==> src/rtl/tc_alu_pkg.sv <==
package tc_alu_pkg;

  typedef enum logic [2:0] {
    OP_ADD  = 3'd0,
    OP_SUB  = 3'd1,
    OP_INC  = 3'd2,
    OP_DEC  = 3'd3,
    OP_PASS = 3'd4,
    OP_CLR  = 3'd5,
    OP_RSV6 = 3'd6,
    OP_RSV7 = 3'd7
  } alu_op_e;

  typedef struct packed {
    logic n;
    logic z;
    logic v;
    logic c;
  } alu_flags_t;

  function automatic logic op_is_arith(input alu_op_e op);
    return (op == OP_ADD) || (op == OP_SUB) || (op == OP_INC) || (op == OP_DEC);
  endfunction

  function automatic logic op_is_xfer(input alu_op_e op);
    return (op == OP_PASS) || (op == OP_CLR);
  endfunction

endpackage

==> src/rtl/tc_alu_reset_sync.sv <==
module tc_alu_reset_sync #(
  parameter int STAGES = 2
) (
  input  logic clk,
  input  logic rst_n,
  output logic rst_n_sync
);

  logic [STAGES-1:0] chain_q;

  always_ff @(posedge clk or negedge rst_n) begin
    if (!rst_n) begin
      chain_q <= '0;
    end else begin
      chain_q <= {chain_q[STAGES-2:0], 1'b1};
    end
  end

  assign rst_n_sync = chain_q[STAGES-1];

endmodule

==> src/rtl/tc_alu_adder.sv <==
module tc_alu_adder #(
  parameter int W = 32
) (
  input  logic [W-1:0] in_a,
  input  logic [W-1:0] in_b,
  input  logic         negate_b,
  output logic [W-1:0] sum,
  output logic         carry_out,
  output logic         ovf
);

  localparam int MSB = W - 1;

  logic [W-1:0] b_eff;
  logic [W:0]   wide_sum;

  always_comb begin
    b_eff     = negate_b ? ~in_b : in_b;
    wide_sum  = {1'b0, in_a} + {1'b0, b_eff} + {{W{1'b0}}, negate_b};
    sum       = wide_sum[MSB:0];
    carry_out = wide_sum[W];
    ovf       = (in_a[MSB] == b_eff[MSB]) && (wide_sum[MSB] != in_a[MSB]);
  end

endmodule

==> src/rtl/tc_alu_flag_next.sv <==
module tc_alu_flag_next
  import tc_alu_pkg::*;
#(
  parameter int W = 32
) (
  input  alu_op_e      op,
  input  logic         issue,
  input  logic         set_flags,
  input  logic [W-1:0] value,
  input  logic         add_carry,
  input  logic         add_ovf,
  input  alu_flags_t   flags_q,
  output alu_flags_t   flags_d,
  output logic         flags_en
);

  always_comb begin
    flags_d  = flags_q;
    flags_en = 1'b0;
    if (issue && set_flags) begin
      if (op_is_arith(op)) begin
        flags_en  = 1'b1;
        flags_d.n = value[W-1];
        flags_d.z = (value == '0);
        flags_d.v = add_ovf;
        flags_d.c = add_carry;
      end else if (op_is_xfer(op)) begin
        flags_en  = 1'b1;
        flags_d.n = value[W-1];
        flags_d.z = (value == '0);
      end
    end
  end

endmodule

==> src/rtl/tc_alu.sv <==
module tc_alu
  import tc_alu_pkg::*;
#(
  parameter int W = 32
) (
  input  logic         clk,
  input  logic         rst_n,
  input  logic         op_valid,
  input  logic [2:0]   op_sel,
  input  logic         set_flags,
  input  logic [W-1:0] opnd_a,
  input  logic [W-1:0] opnd_b,
  output logic [W-1:0] result,
  output logic         flag_n,
  output logic         flag_z,
  output logic         flag_v,
  output logic         flag_c,
  output logic         cond_gt
);

  localparam logic [W-1:0] ONE = W'(1);

  logic         rst_n_sync;
  alu_op_e      op;
  logic         unit_step;
  logic         negate;
  logic [W-1:0] add_b;
  logic [W-1:0] add_sum;
  logic         add_carry;
  logic         add_ovf;
  logic         issue;
  logic [W-1:0] res_d;
  logic [W-1:0] res_q;
  logic         res_en;
  alu_flags_t   flags_d;
  alu_flags_t   flags_q;
  logic         flags_en;

  tc_alu_reset_sync #(.STAGES(2)) u_rst (
    .clk        (clk),
    .rst_n      (rst_n),
    .rst_n_sync (rst_n_sync)
  );

  always_comb begin
    op        = alu_op_e'(op_sel);
    unit_step = (op == OP_INC) || (op == OP_DEC);
    negate    = (op == OP_SUB) || (op == OP_DEC);
    add_b     = unit_step ? ONE : opnd_b;
  end

  tc_alu_adder #(.W(W)) u_add (
    .in_a      (opnd_a),
    .in_b      (add_b),
    .negate_b  (negate),
    .sum       (add_sum),
    .carry_out (add_carry),
    .ovf       (add_ovf)
  );

  always_comb begin
    issue  = op_valid && (op_is_arith(op) || op_is_xfer(op));
    res_en = issue;
    res_d  = res_q;
    if (op_is_arith(op)) begin
      res_d = add_sum;
    end else if (op == OP_PASS) begin
      res_d = opnd_a;
    end else if (op == OP_CLR) begin
      res_d = '0;
    end
  end

  tc_alu_flag_next #(.W(W)) u_flg (
    .op        (op),
    .issue     (issue),
    .set_flags (set_flags),
    .value     (res_d),
    .add_carry (add_carry),
    .add_ovf   (add_ovf),
    .flags_q   (flags_q),
    .flags_d   (flags_d),
    .flags_en  (flags_en)
  );

  always_ff @(posedge clk or negedge rst_n_sync) begin
    if (!rst_n_sync) begin
      res_q <= '0;
    end else if (res_en) begin
      res_q <= res_d;
    end
  end

  always_ff @(posedge clk or negedge rst_n_sync) begin
    if (!rst_n_sync) begin
      flags_q <= '0;
    end else if (flags_en) begin
      flags_q <= flags_d;
    end
  end

  assign result  = res_q;
  assign flag_n  = flags_q.n;
  assign flag_z  = flags_q.z;
  assign flag_v  = flags_q.v;
  assign flag_c  = flags_q.c;
  assign cond_gt = !flags_q.n && !flags_q.z;

endmodule

==> config.mk <==
export PLATFORM = sky130hd
export DESIGN_NAME = tc_alu
export DESIGN_NICKNAME = d
export VERILOG_FILES = /design/src/rtl/tc_alu_pkg.sv /design/src/rtl/tc_alu_reset_sync.sv /design/src/rtl/tc_alu_adder.sv /design/src/rtl/tc_alu_flag_next.sv /design/src/rtl/tc_alu.sv
export SDC_FILE = /design/constraint.sdc
export NUM_CORES = 1
export LEC_CHECK = 0
export BUFFER_PORTS_ARGS = -buffer_cell sky130_fd_sc_hd__buf_2
export CORE_MARGIN = 2
export CORE_UTILIZATION = 55
export CTS_BUF_LIST = sky130_fd_sc_hd__clkbuf_4
export DETAILED_ROUTE_END_ITERATION = 10
export PLACE_DENSITY_LB_ADDON = 0.3
export RECOVER_POWER = 100
export SYNTH_ARGS = -nofsm -noshare
export SYNTH_HDL_FRONTEND = slang
export SYNTH_HIERARCHICAL = 1
export SYNTH_SLANG_ARGS = --single-unit
export TNS_END_PERCENT = 10
==> constraint.sdc <==
create_clock -name clk -period 1.6 [get_ports clk]
set_clock_uncertainty 0.1 [all_clocks]
set_input_delay 0.48 -clock clk [delete_from_list [all_inputs] [get_ports clk]]
set_output_delay 0.48 -clock clk [all_outputs]
set_load 0.05 [all_outputs]
==> summary.md, run 1 <==
After synthesis the netlist holds a flip-flop and latch count of 38. The boundary pin count was 108. The tool reported: "[ERROR GRT-0232] Routing congestion too high. Check the congestion heatmap in the GUI". The Yosys step of the flow raised 6 warnings.

In the post-synthesis netlist, the cell with the most instances is sky130_fd_sc_hd__a21oi_1. For the leftover overflow at the end of global routing, the log shows 2. Yosys mapped the design onto 68 distinct sky130hd cell types.

After the last repair the worst path ends at a register input. The run gives 0.717 as the overall routing resource usage. The cell count after synthesis came out at 642.

The cell area that synthesis handed to floorplanning was 5060 µm². The count of buffers inserted at the top-level ports was 107. Top-area cell type share of the netlist area: 0.188. The chip width was 99.9 µm. The most used flip-flop cell after synthesis is sky130_fd_sc_hd__dfrtp_1. The flow did not finish. The global-route repair_timing pass left the worst setup endpoint at flag_z$_DFFE_PN0P_/D.

The detailed-placement wirelength estimate is 14000 µm. The initial cell density of the core came out at 0.574. Sorting the synthesized cells by area gives the leading types as sky130_fd_sc_hd__dfrtp_1, sky130_fd_sc_hd__a21oi_1, sky130_fd_sc_hd__o22ai_1. Routability-driven placement finished with a final weighted congestion of 0.970. The tools report the last flow stage reached as global routing (5_1_grt).

The run gives 0.188 as the portion of the post-synthesis area used by sequential elements. Buffer type at the clock tree root: sky130_fd_sc_hd__clkbuf_4. The number of synthesized flops with an enable pin was 0. The synthesized design spends more area on one cell type than any other, namely sky130_fd_sc_hd__dfrtp_1. The H-tree generated during clock tree synthesis spans 2 levels.

At the placement stage, the worst setup path has a slack of -2.72 ns. The worst-case clock buffer depth was 2; the clock sink total was 38. The run gives 745 as the synthesized net count. The vertical die dimension is 99.9 µm, and the mean instance size in the synthesized netlist is 7.88 µm². The largest net degree at the start of global routing was 94; the share of synthesized flip-flops with an asynchronous set or reset was 1.00.

TritonCTS created 5 clock buffers. The commonest cells after synthesis are sky130_fd_sc_hd__a21oi_1, sky130_fd_sc_hd__o22ai_1, sky130_fd_sc_hd__nor2_1. Row generation in the floorplan step produced 34 rows.
per-layer routing:
metal  global-route usage  GRT overflow
met2                0.916             2
met4                0.687             0
met1                0.708             0
met5                0.231             0
met3                0.552             0
logic make-up after synthesis:
| family | Yosys count | share of synthesized area |
|---|---|---|
| other | 1 | 0.000742 |
| muxes | 42 | 0.0864 |
| xor gates and xnor gates | 62 | 0.107 |
| DFF | 38 | 0.188 |
| adders and majority gates | 32 | 0.0807 |
| buffers and inverters | 54 | 0.0485 |
| AOI/OAI and AO/OA | 226 | 0.288 |
| and+or+nand+nor | 187 | 0.200 |
what timing repair did:
action                     in CTS
hold endpoints to repair        2
gates cloned                    2
gates resized for setup       113
setup endpoints to repair      72
buffers inserted               22
pin swaps                      32
hold buffers                    1
per-stage QoR:
step           TNS [ns]  cells  hold slack (ns)  area [µm²]
2_1_floorplan    -48.23    642           0.0844        5200
3_3_place_gp     -59.50   1001            0.166        7090
3_5_place_dp     -62.95   1001            0.167        7090
4_1_cts          -46.81   1033            0.242        7840
==> run 2: changes to the inputs <==
--- a/config.mk
+++ b/config.mk
@@ -7,10 +7,9 @@
 export LEC_CHECK = 0
 export BUFFER_PORTS_ARGS = -buffer_cell sky130_fd_sc_hd__buf_2
 export CORE_MARGIN = 2
-export CORE_UTILIZATION = 55
-export CTS_BUF_LIST = sky130_fd_sc_hd__clkbuf_4
+export CORE_UTILIZATION = 40
 export DETAILED_ROUTE_END_ITERATION = 10
-export PLACE_DENSITY_LB_ADDON = 0.3
+export PLACE_DENSITY_LB_ADDON = 0.15
 export RECOVER_POWER = 100
 export SYNTH_ARGS = -nofsm -noshare
 export SYNTH_HDL_FRONTEND = slang
==> run 2 against run 1 <==
Effect of this change:
- the flow now finishes, with violations (negative setup slack)
- synthesized cell count stayed put
- synthesized area is the same
==> summary.md, run 2 <==
Max-cap violations in this run came to 0. For the boundary pin count, the log shows 108 (unchanged). Share of cells above drive strength 1: 0.458. The family of cells with the greatest summed delay on the critical path is simple AND/OR/NAND/NOR gates. Walking the worst path, the cells encountered are buf_8 > buf_6 > nor2b_4 > buf_12 > xor2_1 > inv_1 > fa_2 > nor2b_4 > o2111ai_2 > a21oi_2 > buf_4 > o21ai_1 > nand2b_1 > a31oi_1 > xnor2_1 > nor2_1 > a21oi_1 > nor4_2 > nand4_1 > o31ai_1 > mux2_4. The number of buffer and inverter stages on the critical path was 5; the deepest level of the CTS H-tree was 2 (unchanged).

Power spread over the standard cell area amounts to 1020 nW/µm². The die covers 13600 µm². The final weighted congestion in routability-driven placement is 0.898 (-7.4%), and the internal reg-to-reg setup slack is -0.22 ns. The number of synthesized flops with an enable pin was 0 (unchanged). The via count of the first global-routing pass is 5762, and the placed instance count is 1068 (+6.7%). The clock-pin slew of the registers on the worst-case setup and hold paths is 0.07 ns, and the net count reported at finish is 1034.

For the row count, the log shows 41 (+21%). The number of antenna diodes in the final layout is 0. Along the worst path, the maximum fanout reaches 8.

The detailed-placement wirelength estimate was 13800 µm (-1.0%). At the later pin of the worst-skew pair, clock insertion delay measures 0.30 ns. For this run, design rule violations remaining after detail routing come to 0. In this run the most critical hold path is launched from u_rst/chain_q[0]. The chip width came out at 116 µm (+17%).

The synthesized flop and latch total was 38 (unchanged). Number of max-slew violations in the final report: 0. The number of cells traversed by the worst hold path was 0. The final layout contains routed wiring with a total length of 19400 µm.

The first detailed-routing pass took 6 iterations. The logs give 745 (unchanged) for the synthesized net count and 1.75 ns for the critical path data required time. The worst setup path is launched from an input pin.

Initial cell density of the core: 0.406 (-0.169). For the overall routing resource usage, the log shows 0.268. Leaving out fill and tap cells, the most frequent cells in the layout are sky130_fd_sc_hd__buf_4, sky130_fd_sc_hd__a21oi_1, sky130_fd_sc_hd__buf_2, sky130_fd_sc_hd__o22ai_1, sky130_fd_sc_hd__nor2_1. The final reports fail on negative setup slack.

Among all stages on the critical path, the largest delay is contributed by sky130_fd_sc_hd__fa_2. The slew at the pin with the worst max-slew slack came out at 1.10 ns. Summed over all cells, the static leakage comes to 3.92 nW. The number of warning messages in the yosys log was 6 (unchanged). By instance count, the leading cell after synthesis is sky130_fd_sc_hd__a21oi_1. The worst setup path is captured at a flip-flop. Summing over every cut layer, the via total after detailed routing is 6145. For this run, the top clock speed supported by timing is 258 MHz.

Leftover overflow at the end of global routing: 0. Mean instance size in the synthesized netlist: 7.88 µm² (unchanged). The count of nets left with antenna violations once routing finished came out at 0. Setup repair after global routing could not meet its margin everywhere. The worst-case clock buffer depth came out at 2 (unchanged). The routed wire length per instance was 17.6 µm.

Worst setup margin: -2.27 ns. The synthesized design spends more area on one cell type than any other, namely sky130_fd_sc_hd__dfrtp_1. The initial antenna violation count is 0. The count of buffers inserted at the top-level ports is 107 (unchanged), and the largest net degree at the start of global routing is 74. After routing, the total negative slack on setup checks comes to -49.39 ns.

Leaving out fill and tap cells, the most frequent cell in the layout is sky130_fd_sc_hd__buf_4. The dominant cell type by count on the critical path was sky130_fd_sc_hd__nor2b_4. Flip-flop count of the largest register after layout: 32. Top-area cell type share of the netlist area: 0.188 (unchanged). The clock sink total is 38 (unchanged).

After layout, the minimum clock period comes to 3.87 ns. The critical register-to-register path startpoint was result[11]. For the post-synthesis cell count, the log shows 642 (unchanged). The path with the worst hold slack has its endpoint at u_rst/chain_q[1]. Number of distinct library cells after synthesis: 68 (unchanged).

The number of design-rule violations left by the first detailed-router iteration is 359. The tools report the worst flop-to-flop path endpoint as flag_z. The final hold violation count was 0; the vertical die dimension was 116 µm (+17%). The most used flip-flop cell after synthesis was sky130_fd_sc_hd__dfrtp_1. The tools report the relative slew slack as 0.268. The flow ran to the end, but the final reports show violations.

The commonest cells after synthesis are sky130_fd_sc_hd__a21oi_1, sky130_fd_sc_hd__o22ai_1, sky130_fd_sc_hd__nor2_1. TritonCTS built the clock tree. The worst vdd rail ir drop came out at 0.542 mV. Ranked by total cell area, the synthesized netlist is headed by sky130_fd_sc_hd__dfrtp_1, sky130_fd_sc_hd__a21oi_1, sky130_fd_sc_hd__o22ai_1. The share of synthesized flip-flops with an asynchronous set or reset works out to 1.00 (unchanged).

The floorplan step defined a core boundary enclosing 12500 µm². The arrival time at the worst endpoint was 4.02 ns; the depth of the most critical reg-to-reg path was 6. The portion of the post-synthesis area used by sequential elements was 0.188 (unchanged); the first-pass GRT wire length was 28600 µm. The worst setup path is of the input pin to flip-flop kind. The buffer type at the clock tree root is sky130_fd_sc_hd__clkbuf_16. In this design, the stage delay of the slowest critical-path cell is 0.40 ns. The min-delay analysis places its worst path in the category flip-flop to flip-flop. Post-route fraction of the period consumed by the critical path: 2.42. Number of clock buffers inserted by TritonCTS: 5 (unchanged). The area added between synthesis and finish was 61.8%; the number of endpoints failing setup at the final stage was 36. The netlist area before placement was 5060 µm² (unchanged). The post-layout instance count excluding filler cells was 1104; the detail-routed via count per cell was 5.57.
==> run 2: cell counts after synthesis <==
No cell type changed its count.
==> run 2: per-stage QoR <==
step / instance area (µm²) / hold WS (ns) / util / setup slack (ns) / power, mW
after floorplan: 5200 / 0.0844 / - / -2.16 / 4.32
after global placement: 7190 / 0.166 / 0.577 / -2.65 / 6.26
after detailed placement: 7190 / 0.167 / 0.577 / -2.70 / 6.34
after CTS: 7650 / 0.254 / 0.614 / -2.17 / 7.90
after global routing: 8180 / 0.279 / 0.656 / -2.44 / 8.84
final: 8180 / 0.252 / 0.656 / -2.27 / 8.37
==> run 2: area by class of cell <==
type | count | area (µm²)
Clock buffer | 5 | 125
Clock inverter | 3 | 40.0
Fill cell | 1049 | 4280
Inverter | 9 | 33.8
Multi-Input combinational cell | 550 | 4350
Sequential cell | 38 | 951
Tap cell | 172 | 215
Timing Repair Buffer | 327 | 2470
==> run 2: what timing repair did <==
item                                   4_1_cts  5_1_grt
endpoints found under the hold margin        2        0
gates resized for setup                     59       86
pin swaps                                   13       22
buffers inserted                             8       19
gates cloned                                 0        2
setup endpoints to repair                   68       63
hold buffers                                 1        0
==> run 2: worst max-delay path by stage <==
stage	startpoint	end	cells after the start	slack [ns]
2_1_floorplan	op_sel[2]	flag_z	20	-2.16
4_1_cts	op_sel[2]	flag_z	18	-2.17
5_1_grt	op_sel[2]	flag_z	21	-2.44
6_report	op_sel[2]	flag_z	21	-2.27
3_3_place_gp	op_sel[2]	flag_z	21	-2.65
3_5_place_dp	op_sel[2]	flag_z	20	-2.70
==> run 2: cells by family after synthesis <==
family / synth area share
buffers and inverters: 0.0485
multiplexers: 0.0864
adder cells (fa/ha/maj): 0.0807
flip-flops: 0.188
XOR/XNOR: 0.107
AND/OR/NAND/NOR: 0.200
AO/OA/AOI/OAI: 0.288
other: 0.000742
==> run 2: layer usage <==
metal | global-route usage | share of wire
met3 | 0.0410 | 0.054
met5 | 0 | 0
met4 | 0.0810 | 0.025
met2 | 0.456 | 0.49
met1 | 0.352 | 0.43
==> run 2: report_power, final <==
group | leakage, nW | internal [mW] | switching, mW | total (mW)
clock network | 0.0836 | 0.733 | 0.489 | 1.22
logic | 3.39 | 2.73 | 3.10 | 5.83
registers | 0.440 | 1.18 | 0.136 | 1.32
total | 3.92 | 4.64 | 3.72 | 8.37
No activity file was read; power rests on OpenSTA's default activity.
==> run 3: changes to the inputs <==
--- a/config.mk
+++ b/config.mk
@@ -9,6 +9,7 @@
 export CORE_MARGIN = 2
 export CORE_UTILIZATION = 40
 export DETAILED_ROUTE_END_ITERATION = 10
+export MAX_ROUTING_LAYER = met4
 export PLACE_DENSITY_LB_ADDON = 0.15
 export RECOVER_POWER = 100
 export SYNTH_ARGS = -nofsm -noshare
==> constraint.sdc (replaced) <==
create_clock -name clk -period 1.6 [get_ports clk]
set_clock_uncertainty 0.1 [all_clocks]
set_input_delay 0.32 -clock clk [delete_from_list [all_inputs] [get_ports clk]]
set_output_delay 0.32 -clock clk [all_outputs]
set_load 0.05 [all_outputs]
==> run 3 against run 2 <==
Effect of this change:
- the run still ends with negative setup slack left
- design area fell by 4.2%
- utilization fell by 2.8 points
- global-route usage rose by 1.7 points
- first-iteration DRC count fell by 7.2%
- routed wire length fell by 4.3%
- sequential share of layout area rose by 0.51 points
- sequential power barely moved
- flip-flop and latch count did not move
- clock power barely moved
- setup slack improved by 0.16 ns
- hold slack got worse by 0.018 ns
==> summary.md, run 3 (synthesis results as in run 2) <==
Setup repair after global routing could not meet its margin everywhere. Number of design-rule violations left by the first detailed-router iteration: 333 (-7.2%). The dominant cell type by count on the critical path is sky130_fd_sc_hd__buf_12. The final reports fail on negative setup slack. The area of placed instances was 7200 µm² (+0.10%). The worst register-to-register path ends at flag_z.

The count of buffers inserted at the top-level ports is 107 (unchanged). Vertical die dimension: 116 µm (unchanged). The worst register-to-register path begins at result[2]. The number of max-slew violations in the final report was 0 (unchanged). The largest incremental delay on the critical path is 0.38 ns (-0.02 ns). The largest individual stage delay along the critical path comes from the cell sky130_fd_sc_hd__nor4_4. The run gives 0 (unchanged) as the DRC violations left. The critical path starts at op_sel[2]. The share of cells above drive strength 1 works out to 0.444 (-0.0141). The routed wire length per instance came out at 17.0 µm (-3.3%).

The number of routed nets with antenna violations is 0 (unchanged). The total stage count of the critical path came out at 22 (+4.8%). The detail-routed via count per cell is 5.48 (-1.6%), and the relative slew slack is 0.298 (+0.0303).

The deepest level of the CTS H-tree is 2 (unchanged). The cell-internal power was 4.37 mW (-5.9%). Clock tree synthesis selected as its root buffer the cell sky130_fd_sc_hd__clkbuf_16.

The via count of the first global-routing pass is 5933 (+3.0%). The final critical-path required period works out to 3.71 ns (-0.163 ns). The logs give 3.86 ns (-0.16 ns) for the arrival time at the worst endpoint and 14000 µm (+1.3%) for the detailed-placement wirelength estimate. The chip width was 116 µm (unchanged); the clock-pin slew of the registers on the worst-case setup and hold paths was 0.07 ns (about the same). Part of the total power dissipated in the clock network: 0.151 (+0.005).

The flow ran to the end, but the final reports show violations. The run gives 1023 (-1.1%) as the net count reported at finish. Depth of the most critical reg-to-reg path: 7 (+1). The number of clock buffers inserted by TritonCTS was 5 (unchanged). The flip-flop count of the largest register after layout works out to 32 (unchanged). The final cell area excluding filler cells was 7840 µm² (-4.2%); the area added between synthesis and finish was 55.0%. The tools report the final hold violation count as 0 (unchanged).

The tools report the detailed-router iteration count before antenna repair as 5 (-1). STA classifies the critical path endpoint as a flip-flop. Switching power share of the total: 0.452 (+0.00704).

Worst setup margin: -2.11 ns (+0.163 ns). The row count came out at 41 (unchanged). The post-layout instance count excluding filler cells was 1093 (-1.0%); the maximum net fanout on the critical path was 7 (-1). For the cell leakage power, the log shows 3.78 nW (-3.6%).

The final weighted congestion in routability-driven placement was 0.923 (+2.8%). The worst setup path is of the input pin to flip-flop kind. The largest net degree at the start of global routing is 73 (-1.4%), and the boundary pin count is 108 (unchanged).

The tools report the initial antenna violation count as 0 (unchanged). The worst-case clock buffer depth was 2 (unchanged). TritonCTS built the clock tree. For the clock sink total, the log shows 38 (unchanged). The net switching power was 3.61 mW (-3.2%); the aggregate routed wire length was 18600 µm (-4.3%). The placement-stage worst setup slack was -2.58 ns (+0.122 ns). The maximum clock rate came out at 269 MHz (+4.4%). The internal reg-to-reg setup slack was -0.26 ns (-0.04 ns); the number of buffer and inverter stages on the critical path was 7 (+2). The logs give 0 (unchanged) for the number of max-cap violations and 0 (unchanged) for the antenna diode count. STA classifies the critical path startpoint as an input pin. Overall routing resource usage: 0.285 (+0.0165).

Family of cells with the greatest summed delay on the critical path: simple AND/OR/NAND/NOR gates. The floorplan die area was 13600 µm² (unchanged); the combinational group share of total power was 0.683 (-0.013). The library cell used most frequently in the layout, excluding fill and tap cells, is sky130_fd_sc_hd__buf_4. The total power per unit cell area was 1020 nW/µm² (-0.51%). The later-pin clock latency in the skew report was 0.30 ns (about the same); the leftover overflow at the end of global routing was 0 (unchanged). The tools report the critical path data required time as 1.75 ns (about the same).

The first-pass GRT wire length is 29600 µm (+3.5%), and the placed instance count is 1069 (+0.094%). The slew at the pin with the worst max-slew slack works out to 1.05 ns (-0.0454 ns). Worst hold path class: input pin to asynchronous set/reset pin. For the total number of vias, the log shows 5988 (-2.6%). The worst vdd rail ir drop is 0.700 mV (+29%), and the register share of total power is 0.166 (+0.008). The capturing instance or port of the critical path was flag_z.

The run gives 12500 µm² (unchanged) as the core region area. The top cell types in the final layout, fill and taps aside, are sky130_fd_sc_hd__buf_4, sky130_fd_sc_hd__a21oi_1, sky130_fd_sc_hd__buf_2, sky130_fd_sc_hd__o22ai_1, sky130_fd_sc_hd__nor2_1. The run gives 0.234 ns (-0.0180 ns) as the worst hold slack across all endpoints. Initial cell density of the core: 0.406 (unchanged). Number of endpoints failing setup at the final stage: 35 (-2.8%).

The post-route fraction of the period consumed by the critical path is 2.32 (-0.102). Traced cell by cell, the critical path runs through buf_8 > buf_6 > nor2b_4 > buf_12 > buf_12 > buf_12 > xor2_2 > ha_1 > and3_4 > nand2_4 > a2111oi_4 > a31oi_1 > buf_4 > and2_4 > buf_6 > xnor2_4 > nor2_2 > a21oi_2 > nor4_4 > nand4_1 > o31ai_1 > mux2_4.
[run 3: layer usage]
layer  GRT usage  share of wire
met2       0.480           0.50
met1       0.359           0.45
met3      0.0410          0.044
met5           -              0
met4      0.0738          0.013
[run 3: how the worst min path moves through the flow]
stage / endpoint / slack, ns / depth (start not counted)
floorplan: u_rst/chain_q[0] / -0.08 / 0
global placement: u_rst/chain_q[1] / 0.006 / 1
detailed placement: u_rst/chain_q[1] / 0.008 / 1
CTS: u_rst/chain_q[1] / 0.22 / 2
global route: u_rst/chain_q[1] / 0.25 / 2
finish: u_rst/chain_q[1] / 0.23 / 2
[run 3: area by class of cell]
cell class                      instances  area [µm²]
Sequential cell                        38         951
Clock buffer                            5         125
Inverter                                9        33.8
Multi-Input combinational cell        551        4250
Fill cell                            1121        4630
Timing Repair Buffer                  315        2220
Tap cell                              172         215
Clock inverter                          3        40.0
[run 3: what timing repair did]
item	4_1_cts	5_1_grt
gates resized for setup	39	25
endpoints found under the setup margin	35	35
gates cloned	2	0
buffers inserted	7	7
pin swaps	26	24
hold buffers	1	0
endpoints found under the hold margin	2	0
[run 3: through the flow]
step	power, mW	util	TNS [ns]
4_1_cts	7.79	0.614	-39.98
2_1_floorplan	4.32	-	-42.47
5_1_grt	8.46	0.629	-47.32
3_3_place_gp	6.27	0.577	-51.69
6_report	7.97	0.629	-42.08
3_5_place_dp	6.35	0.577	-54.13
[run 3: power groups by stage]
stage               Clock, mW  Sequential (mW)  Combinational [mW]
finish                   1.21             1.32                5.45
global route             1.27             1.34                5.85
CTS                      1.24             1.32                5.24
detailed placement          0             1.33                5.02
global placement            0             1.32                4.95
floorplan                   0             2.19                2.14
